### config.mk
export PLATFORM = sky130hd
export DESIGN_NAME = irq_latency_stats
export DESIGN_NICKNAME = d
export VERILOG_FILES = /design/src/rtl/ils_pkg.sv /design/src/rtl/ils_resp_sync.sv /design/src/rtl/ils_tick_gen.sv /design/src/rtl/ils_meas_ctrl.sv /design/src/rtl/ils_stats_acc.sv /design/src/rtl/irq_latency_stats.sv
export SDC_FILE = /design/constraint.sdc
export NUM_CORES = 1
export LEC_CHECK = 0
export BUFFER_PORTS_ARGS = -buffer_cell sky130_fd_sc_hd__buf_2
export CAP_MARGIN = 0
export CORE_MARGIN = 2
export CORE_UTILIZATION = 50
export DETAILED_ROUTE_END_ITERATION = 10
export GPL_ROUTABILITY_DRIVEN = 0
export MAX_ROUTING_LAYER = met4
export PLACE_DENSITY = 0.69
export RECOVER_POWER = 50
export SETUP_SLACK_MARGIN = 0.2
export SLEW_MARGIN = 20
export SYNTH_ARGS = -nofsm -noshare
export SYNTH_HDL_FRONTEND = slang
export SYNTH_SLANG_ARGS = --single-unit
### constraint.sdc
create_clock -name clk -period 5.25 [get_ports clk]
set_input_delay 0.525 -clock clk [delete_from_list [all_inputs] [get_ports clk]]
set_output_delay 0.525 -clock clk [all_outputs]
set_load 0.02 [all_outputs]
### src/rtl/ils_pkg.sv
// ils_pkg: shared types for the interrupt latency statistics unit.
// Assumes nothing beyond IEEE 1800-2017 packages.
package ils_pkg;
    typedef enum logic {
        MEAS_IDLE = 1'b0,
        MEAS_OPEN = 1'b1
    } meas_state_t;
endpackage

### src/rtl/ils_resp_sync.sv
// ils_resp_sync: brings the asynchronous response level into the clock
// domain through STAGES flops and flags its rising edge for one cycle.
// Assumes the response stays high or low for at least STAGES+1 cycles.
module ils_resp_sync #(
    parameter int STAGES = 2
) (
    input  logic clk,
    input  logic rst_n,
    input  logic resp_async,
    output logic resp_rise
);
    logic [STAGES:0] pipe;

    // Shift the raw level through the synchronizer plus one history flop.
    always_ff @(posedge clk) begin
        if (!rst_n) begin
            pipe <= '0;
        end else begin
            pipe <= {pipe[STAGES-1:0], resp_async};
        end
    end

    // Rising edge seen at the synchronizer output.
    always_comb begin
        resp_rise = pipe[STAGES-1] & ~pipe[STAGES];
    end
endmodule

### src/rtl/ils_tick_gen.sv
// ils_tick_gen: divides the clock into coarse timing ticks while run is
// high. The phase returns to zero one cycle after run drops, so every
// measurement starts on a fresh tick phase.
// Assumes run is low for at least one cycle between measurements.
module ils_tick_gen #(
    parameter int TICK_DIV = 20
) (
    input  logic clk,
    input  logic rst_n,
    input  logic run,
    output logic tick
);
    localparam int PRE_W = (TICK_DIV > 1) ? $clog2(TICK_DIV) : 1;

    generate
        if (TICK_DIV == 1) begin : g_direct
            // A tick on every running cycle; no prescaler needed.
            always_comb begin
                tick = run;
            end
        end else begin : g_div
            localparam logic [PRE_W-1:0] LAST = PRE_W'(TICK_DIV - 1);
            logic [PRE_W-1:0] phase;

            // Count clock cycles within the current tick.
            always_ff @(posedge clk) begin
                if (!rst_n || !run) begin
                    phase <= '0;
                end else if (phase == LAST) begin
                    phase <= '0;
                end else begin
                    phase <= phase + 1'b1;
                end
            end

            // Pulse on the final cycle of each tick period.
            always_comb begin
                tick = run && (phase == LAST);
            end
        end
    endgenerate
endmodule

### src/rtl/ils_meas_ctrl.sv
// ils_meas_ctrl: opens a measurement on a request strobe, counts ticks and
// closes on the first response edge or on timer exhaustion. It emits a
// one-cycle sample or timeout pulse and keeps the sticky overlap flag.
// Assumes irq_strobe is a single-cycle pulse; hold blocks new measurements.
module ils_meas_ctrl
    import ils_pkg::*;
#(
    parameter int TICK_DIV = 20,
    parameter int TIMER_W  = 16
) (
    input  logic               clk,
    input  logic               rst_n,
    input  logic               clear,
    input  logic               irq_strobe,
    input  logic               resp_rise,
    input  logic               hold,
    output logic               smp_vld,
    output logic [TIMER_W-1:0] smp_val,
    output logic               tmo_vld,
    output logic               overlap
);
    meas_state_t        state;
    logic [TIMER_W-1:0] ticks;
    logic               tick;
    logic               running;

    // The tick divider runs only while a measurement is open.
    always_comb begin
        running = (state == MEAS_OPEN);
    end

    ils_tick_gen #(
        .TICK_DIV(TICK_DIV)
    ) u_tick (
        .clk  (clk),
        .rst_n(rst_n),
        .run  (running),
        .tick (tick)
    );

    // Measurement state machine with its tick counter and result pulses.
    always_ff @(posedge clk) begin
        if (!rst_n) begin
            state   <= MEAS_IDLE;
            ticks   <= '0;
            smp_vld <= 1'b0;
            smp_val <= '0;
            tmo_vld <= 1'b0;
            overlap <= 1'b0;
        end else begin
            smp_vld <= 1'b0;
            tmo_vld <= 1'b0;
            if (clear) begin
                state   <= MEAS_IDLE;
                ticks   <= '0;
                overlap <= 1'b0;
            end else begin
                case (state)
                    MEAS_IDLE: begin
                        if (irq_strobe && !hold) begin
                            state <= MEAS_OPEN;
                            ticks <= '0;
                        end
                    end
                    MEAS_OPEN: begin
                        if (irq_strobe) begin
                            overlap <= 1'b1;
                        end
                        if (resp_rise) begin
                            smp_vld <= 1'b1;
                            smp_val <= ticks;
                            state   <= MEAS_IDLE;
                        end else if (tick) begin
                            if (&ticks) begin
                                tmo_vld <= 1'b1;
                                state   <= MEAS_IDLE;
                            end else begin
                                ticks <= ticks + 1'b1;
                            end
                        end
                    end
                    default: state <= MEAS_IDLE;
                endcase
            end
        end
    end
endmodule

### src/rtl/ils_stats_acc.sv
// ils_stats_acc: folds each good sample into min, max, sum and count, counts
// timeouts, and reports the average once the series is full.
// Assumes sample and timeout pulses are single-cycle and never coincide.
module ils_stats_acc #(
    parameter int TIMER_W = 16,
    parameter int LOG2_N  = 17
) (
    input  logic               clk,
    input  logic               rst_n,
    input  logic               clear,
    input  logic               smp_vld,
    input  logic [TIMER_W-1:0] smp_val,
    input  logic               tmo_vld,
    output logic [TIMER_W-1:0] lat_min,
    output logic [TIMER_W-1:0] lat_max,
    output logic [TIMER_W-1:0] lat_avg,
    output logic [LOG2_N:0]    sample_count,
    output logic [LOG2_N:0]    timeout_count,
    output logic               done
);
    localparam int SUM_W = TIMER_W + LOG2_N;
    localparam int CNT_W = LOG2_N + 1;
    localparam logic [CNT_W-1:0] FULL = CNT_W'(1) << LOG2_N;

    logic [SUM_W-1:0] sum;

    // Series is complete when the good-sample count reaches its length.
    always_comb begin
        done = (sample_count == FULL);
    end

    // Accumulate statistics until the series is full or cleared.
    always_ff @(posedge clk) begin
        if (!rst_n || clear) begin
            lat_min       <= '1;
            lat_max       <= '0;
            sum           <= '0;
            sample_count  <= '0;
            timeout_count <= '0;
        end else if (!done) begin
            if (smp_vld) begin
                if (smp_val < lat_min) lat_min <= smp_val;
                if (smp_val > lat_max) lat_max <= smp_val;
                sum          <= sum + SUM_W'(smp_val);
                sample_count <= sample_count + 1'b1;
            end
            if (tmo_vld && !(&timeout_count)) begin
                timeout_count <= timeout_count + 1'b1;
            end
        end
    end

    // Average is the sum divided by the power-of-two series length.
    always_comb begin
        lat_avg = done ? TIMER_W'(sum >> LOG2_N) : '0;
    end
endmodule

### src/rtl/irq_latency_stats.sv
// irq_latency_stats: top of the interrupt latency statistics unit. It wires
// the response synchronizer, the measurement controller and the statistics
// accumulator together.
// Assumes irq_strobe is a one-cycle pulse in the clk domain.
module irq_latency_stats #(
    parameter int TICK_DIV     = 20,
    parameter int TIMER_W      = 16,
    parameter int LOG2_SAMPLES = 17,
    parameter int SYNC_STAGES  = 2
) (
    input  logic                    clk,
    input  logic                    rst_n,
    input  logic                    irq_strobe,
    input  logic                    resp_async,
    input  logic                    clear,
    output logic [TIMER_W-1:0]      lat_min,
    output logic [TIMER_W-1:0]      lat_max,
    output logic [TIMER_W-1:0]      lat_avg,
    output logic [LOG2_SAMPLES:0]   sample_count,
    output logic [LOG2_SAMPLES:0]   timeout_count,
    output logic                    overlap,
    output logic                    done
);
    logic               resp_rise;
    logic               smp_vld;
    logic [TIMER_W-1:0] smp_val;
    logic               tmo_vld;

    ils_resp_sync #(
        .STAGES(SYNC_STAGES)
    ) u_sync (
        .clk       (clk),
        .rst_n     (rst_n),
        .resp_async(resp_async),
        .resp_rise (resp_rise)
    );

    ils_meas_ctrl #(
        .TICK_DIV(TICK_DIV),
        .TIMER_W (TIMER_W)
    ) u_ctrl (
        .clk       (clk),
        .rst_n     (rst_n),
        .clear     (clear),
        .irq_strobe(irq_strobe),
        .resp_rise (resp_rise),
        .hold      (done),
        .smp_vld   (smp_vld),
        .smp_val   (smp_val),
        .tmo_vld   (tmo_vld),
        .overlap   (overlap)
    );

    ils_stats_acc #(
        .TIMER_W(TIMER_W),
        .LOG2_N (LOG2_SAMPLES)
    ) u_acc (
        .clk          (clk),
        .rst_n        (rst_n),
        .clear        (clear),
        .smp_vld      (smp_vld),
        .smp_val      (smp_val),
        .tmo_vld      (tmo_vld),
        .lat_min      (lat_min),
        .lat_max      (lat_max),
        .lat_avg      (lat_avg),
        .sample_count (sample_count),
        .timeout_count(timeout_count),
        .done         (done)
    );
endmodule

[Yosys cells after proc, flatten, opt, wreduce, memory -nomap -nowiden]
Cells that the tools add are included.
Operators by class
  multiplexer cells: 13
  $add $sub $neg: 5
  reductions and logical operators: 22
  bitwise logic cells: 7
  equality and inequality tests: 6
  magnitude comparators: 2
Operators by type and width (number)
  $mux 16: 5
  $add 18x1->18 const B: 2
  $add 33x16->33: 1
  $pmux 16 s2: 1
  $eq 18x18->1 const B: 1
  $reduce_and 18->1: 1
  $add 16x1->16 const B: 1
  $gt 16x16->1: 1
  $lt 16x16->1: 1
  $reduce_and 16->1: 1
  $reduce_and 3->1: 3
  $mux 1: 6
  $ne 2x2->1 const B: 3
  $not 1->1: 6
  $reduce_and 2->1: 3
  $add 5x1->5 const B: 1
  $eq 5x5->1 const B: 1
  $reduce_or 5->1: 1
  $logic_not 1->1: 4
  $reduce_and 4->1: 1
  $reduce_or 2->1: 2
  $logic_and 1x1->1: 3
  $reduce_or 3->1: 1
  $logic_or 1x1->1: 2
  3 further kinds: 3
Word-level totals
  input port bits: 5
  bits in registers: 145

[Logic depth before layout (Yosys ltp)]
  word-level depth: 5
  depth in mapped cells: 10
  gate-level depth less buffers: 8

[Hierarchy]
From an unflattened synthesis, not the netlist that was laid out.
Second synthesis, totals
  cells, all modules: 927
  area, all modules: 7727.4 µm²
By module, submodules not included
  ils_stats_acc: cells an instance 700, area each 5786.8 µm², instances 1
  ils_meas_ctrl: cells an instance 200, area each 1635.3 µm², instances 1
  ils_tick_gen: cells an instance 20, area each 212.7 µm², instances 1
  ils_resp_sync: cells an instance 7, area each 92.6 µm², instances 1

[Worst setup path after synthesis]
Ideal clock, no wire load.
  kind: reg-to-reg
  start point: register u_ctrl.smp_val[0]
  end point: register u_acc.sum[12]
  cell stages (with the launch flop): 9
  data arrival time: 2.306 ns
  setup time: 0.120 ns
  path buffers: 0
  setup slack: 2.824 ns
  path through: dfxtp_1 > ha_1 > fa_1 > a211oi_1 > o21bai_1 > a21o_1 > a211o_1 > a21o_1 > a211o_1
Between the ends
  word-level cells in the longest chain between the ends: 1
Ends and longest elaborated chain
  from (decl): RTL line ils_meas_ctrl.sv:18  | output logic [TIMER_W-1:0] smp_val,
  from (signal assigned): RTL line ils_meas_ctrl.sv:71  | smp_val <= ticks;
  $add 33x16->33: RTL line ils_stats_acc.sv:44  | sum <= sum + SUM_W'(smp_val);
  to (signal assigned): RTL line ils_stats_acc.sv:44
  to (decl): RTL line ils_stats_acc.sv:25  | logic [SUM_W-1:0] sum;
No other way between the ends.
A chain may end at the register's enable or synchronous reset.

[Worst setup path after layout]
  start point: input port rst_n
  end point: register u_acc.sum[9]
Between the ends
  word-level cells in the longest chain between the ends: 2
Ends and longest elaborated chain
  from (decl): RTL line irq_latency_stats.sv:12  | input logic rst_n,
  $logic_not 1->1: RTL line ils_stats_acc.sv:34  | if (!rst_n || clear) begin
  $logic_or 1x1->1: RTL line ils_stats_acc.sv:34
No other way between the ends.

==> PnR_summary.wiki <==
{| class="wikitable"
! Metric !! Value
|-
| Met2 WL || 9.12 mm
|-
| Worst Clk Skew || 9.78 ps
|-
| Setup repair after global routing missed its margin || false
|-
| Worst endpoint data arrival time || 3650 ps
|-
| Count of flip-flops with a built-in enable after synthesis || 0
|-
| Max-capacitance violation count || 1
|-
| Share of cells above drive strength 1 || 6.94%
|-
| CTS tree || yes
|-
| Clk sink count || 145
|-
| Number of instances in the synthesized netlist || 954
|-
| Share of the synthesized area in the top cell type || 36.6%
|-
| Maximum number of pins on one net before global-route repair || 63
|-
| Num rows || 46
|-
| Final Cycle Share || 62.5%
|-
| Overall global routing resource usage || 23.4%
|-
| Fraction of synthesis flops using an asynchronous set or reset pin || 0%
|-
| Setup-failing EPs final || 0
|-
| Dpl hpwl || 13.1 mm
|-
| Violations in the final reports || max-capacitance violations, max-slew violations
|-
| Number of gates given a new drive strength after cts || 0
|-
| Most common flop cell mapped by yosys || dfxtp_1
|-
| Clock root buffer || clkbuf_16
|-
| Clock insertion delay at the later pin of the skew report || 430 ps
|-
| Synthesized Nets || 1012
|-
| Routed WL || 18.9 mm
|-
| DR DRC count || 0
|-
| Initial core utilization || 50.4%
|-
| Maximum buffer depth of the clock tree || 2
|-
| Worst EP required || 5620 ps
|-
| Core Box Area || 15700 um^2
|-
| Inserted Clock Buffers || 17
|-
| Final slew viol count || 57
|-
| Filler instances || 1488
|-
| Hold-fix buffer count after cts || 0
|-
| Share of synthesized area occupied by flip-flops and latches || 36.6%
|-
| Time the final worst path needs with I/O delays and setup || 3280 ps
|-
| Type of the tightest min-delay check || primary input to flip-flop
|-
| Number of synthesis warnings || 0
|-
| Synth Register Bits || 145
|-
| First-pass GRT wire length || 30.6 mm
|-
| Antenna diode count || 0
|-
| Highest Clock Rate || 305 MHz
|-
| Tightest Pin Transition || 2290 ps
|-
| Detailed-routed wire length on met3 || 566 um
|-
| Worst-path clk slew || 60 ps
|-
| Number of iterations in the first detailed-routing pass || 4
|-
| Top post-synthesis cells by area || dfxtp_1 (37%), ha_1 (8.2%), nand2_1 (6.0%)
|-
| CP endpoint kind || flip-flop
|-
| Power density of the placed cells || 272 nW/um^2
|-
| Instance count after placement with tap cells included || 1222
|-
| I/O pin count || 91
|-
| Critical path class || primary input to flip-flop
|-
| Setup TNS Final || 0 ps
|-
| CTS HTree Levels || 4
|-
| Synth unique cells || 62
|-
| Routed vias/inst || 5.50
|-
| Aggregate global routing overflow || 0
|-
| Vias after detailed routing || 6902
|-
| Iteration-0 DRC count of the detailed router || 418
|-
| Leakage || 3.51 nW
|-
| Vertical die dimension || 130 um
|-
| Top Layer Used || met4
|-
| Cell Count, Final, Fillers Out || 1254
|-
| Number of buffers added for setup after CTS || 0
|-
| Wl on met1 || 8.87 mm
|-
| Number of antenna-violating nets in the routed design || 0
|-
| Avg Inst Size Synth || 8.31 um^2
|-
| Initial antenna violation count || 0
|-
| Relative slew slack || -52.8%
|-
| Final Power || 2.47 mW
|-
| Number of global-route vias before repair || 6352
|-
| Kind of launch point of the worst setup path || primary input
|-
| Final-report hold violation count || 0
|-
| IO buf count || 90
|-
| Wire length per cell after detailed routing || 15.1 um
|-
| Net count of the finished layout || 1083
|-
| Util after Layout || 57.6%
|-
| Run status || finished, violations left
|-
| Max VDD drop || 0.234 mV
|-
| Crit-path max FO || 56
|-
| Total die area || 16900 um^2
|-
| Die boundary width || 130 um
|-
| Area leader, netlist || dfxtp_1
|-
| Cell Area, Synth || 7920 um^2
|-
| Signed area change from the synthesized netlist to the final layout || 14.3%
|}
==> stage by stage <==
step                      instance area [um^2]  hold WS [ps]  worst slack (ps)
after global placement                    8510           414              2600
final                                     9050           307              1970
after detailed placement                  8510           420              2510
after CTS                                 9150           302              2400
after global routing                      9050           315              1610
after floorplan                           7920           412              2820
==> synth_stat cells (all sizes together), types with 7 or more instances <==
cell    number
nor2b        7
dfxtp      145
o21ai       28
xor2        31
o211ai      11
and3        29
nand2      126
inv         45
nand2b      12
and4         8
clkbuf      32
a21oi       44
mux2i       41
a211oi      14
o31ai        8
nor3        17
ha          52
a21o        14
a21boi      18
nor4        12
buf         12
nand3       34
nand4       19
xnor2       27
nor2       108
and2         8
==> area by class of cell <==
type | count | area, um^2 | area share, %
flip-flops and latches | 145 | 2900 | 32.1
clock buffers | 18 | 439 | 4.85
inverters | 45 | 169 | 1.87
clock inverters | 14 | 203 | 2.24
well taps | 216 | 270 | 2.98
multi-input cells | 720 | 4660 | 51.5
repair buffers | 96 | 408 | 4.50
==> registers in the layout, summed over array words and instances (netlist names) <==
name                       count
u_ctrl.smp_vld                 1
u_ctrl.ticks                  16
u_ctrl.running                 1
u_acc.lat_max                 16
u_acc.sample_count            18
u_sync.pipe                    3
u_ctrl.tmo_vld                 1
u_acc.timeout_count           18
u_acc.sum                     33
u_ctrl.overlap                 1
u_acc.lat_min                 16
u_ctrl.u_tick.g_div.phase      5
u_ctrl.smp_val                16
==> report_power, final <==
part | internal [mW] | switching [mW] | leakage, nW
combinational | 0.00951 | 0.0325 | 2.04
clock | 0.816 | 0.504 | 0.305
sequential | 1.10 | 0.00136 | 1.17
total | 1.93 | 0.538 | 3.51
==> cells in the final DEF, fill, tap and decap left out, types with 17 or more instances in the layout <==
cell type / count
dfxtp_1: 145
nand2_1: 126
nor2_1: 108
clkbuf_1: 70
ha_1: 52
inv_1: 45
a21oi_1: 44
mux2i_1: 41
nand3_1: 34
xor2_1: 31
and3_1: 29
xnor2_1: 27
o21ai_0: 21
buf_2: 20
nand4_1: 18
clkbuf_16: 17
==> critical path, stage by stage <==
cell      delay (ps)
clkbuf_1         560
nand2b_1        1360
buf_4            720
a2111o_1         390
nand3_1           70
==> final timing paths <==
| check | startpoint | end | slack (ps) | depth (start not counted) |
|---|---|---|---|---|
| worst max register to register | u_acc.sample_count[1] | u_acc.lat_min[10] | 2360 | 8 |
| worst min register to register | u_sync.pipe[0] | u_sync.pipe[1] | 430 | 1 |
| worst min-delay path | resp_async | u_sync.pipe[0] | 310 | 2 |
| worst max-delay path | rst_n | u_acc.sum[9] | 1970 | 5 |
==> layer usage <==
layer	up-vias	global-route usage, %
met3	26	3.77
met2	128	38.1
met4	0	8.79
met5	-	-
met1	3266	29.4
li1	3482	-
==> cells by family (layout without fill, tap and decap cells) <==
logic type      after synthesis  count (layout)  synth area share, %
xor+xnor                     58              58                 6.41
compound gates              166             166                 14.4
simple gates                402             402                 24.3
buf+inv                      89             173                 4.64
mux                          41              41                 5.18
fa+ha+maj                    53              53                 8.46
flops                       145             145                 36.6
(Power assumes the default switching activity.)
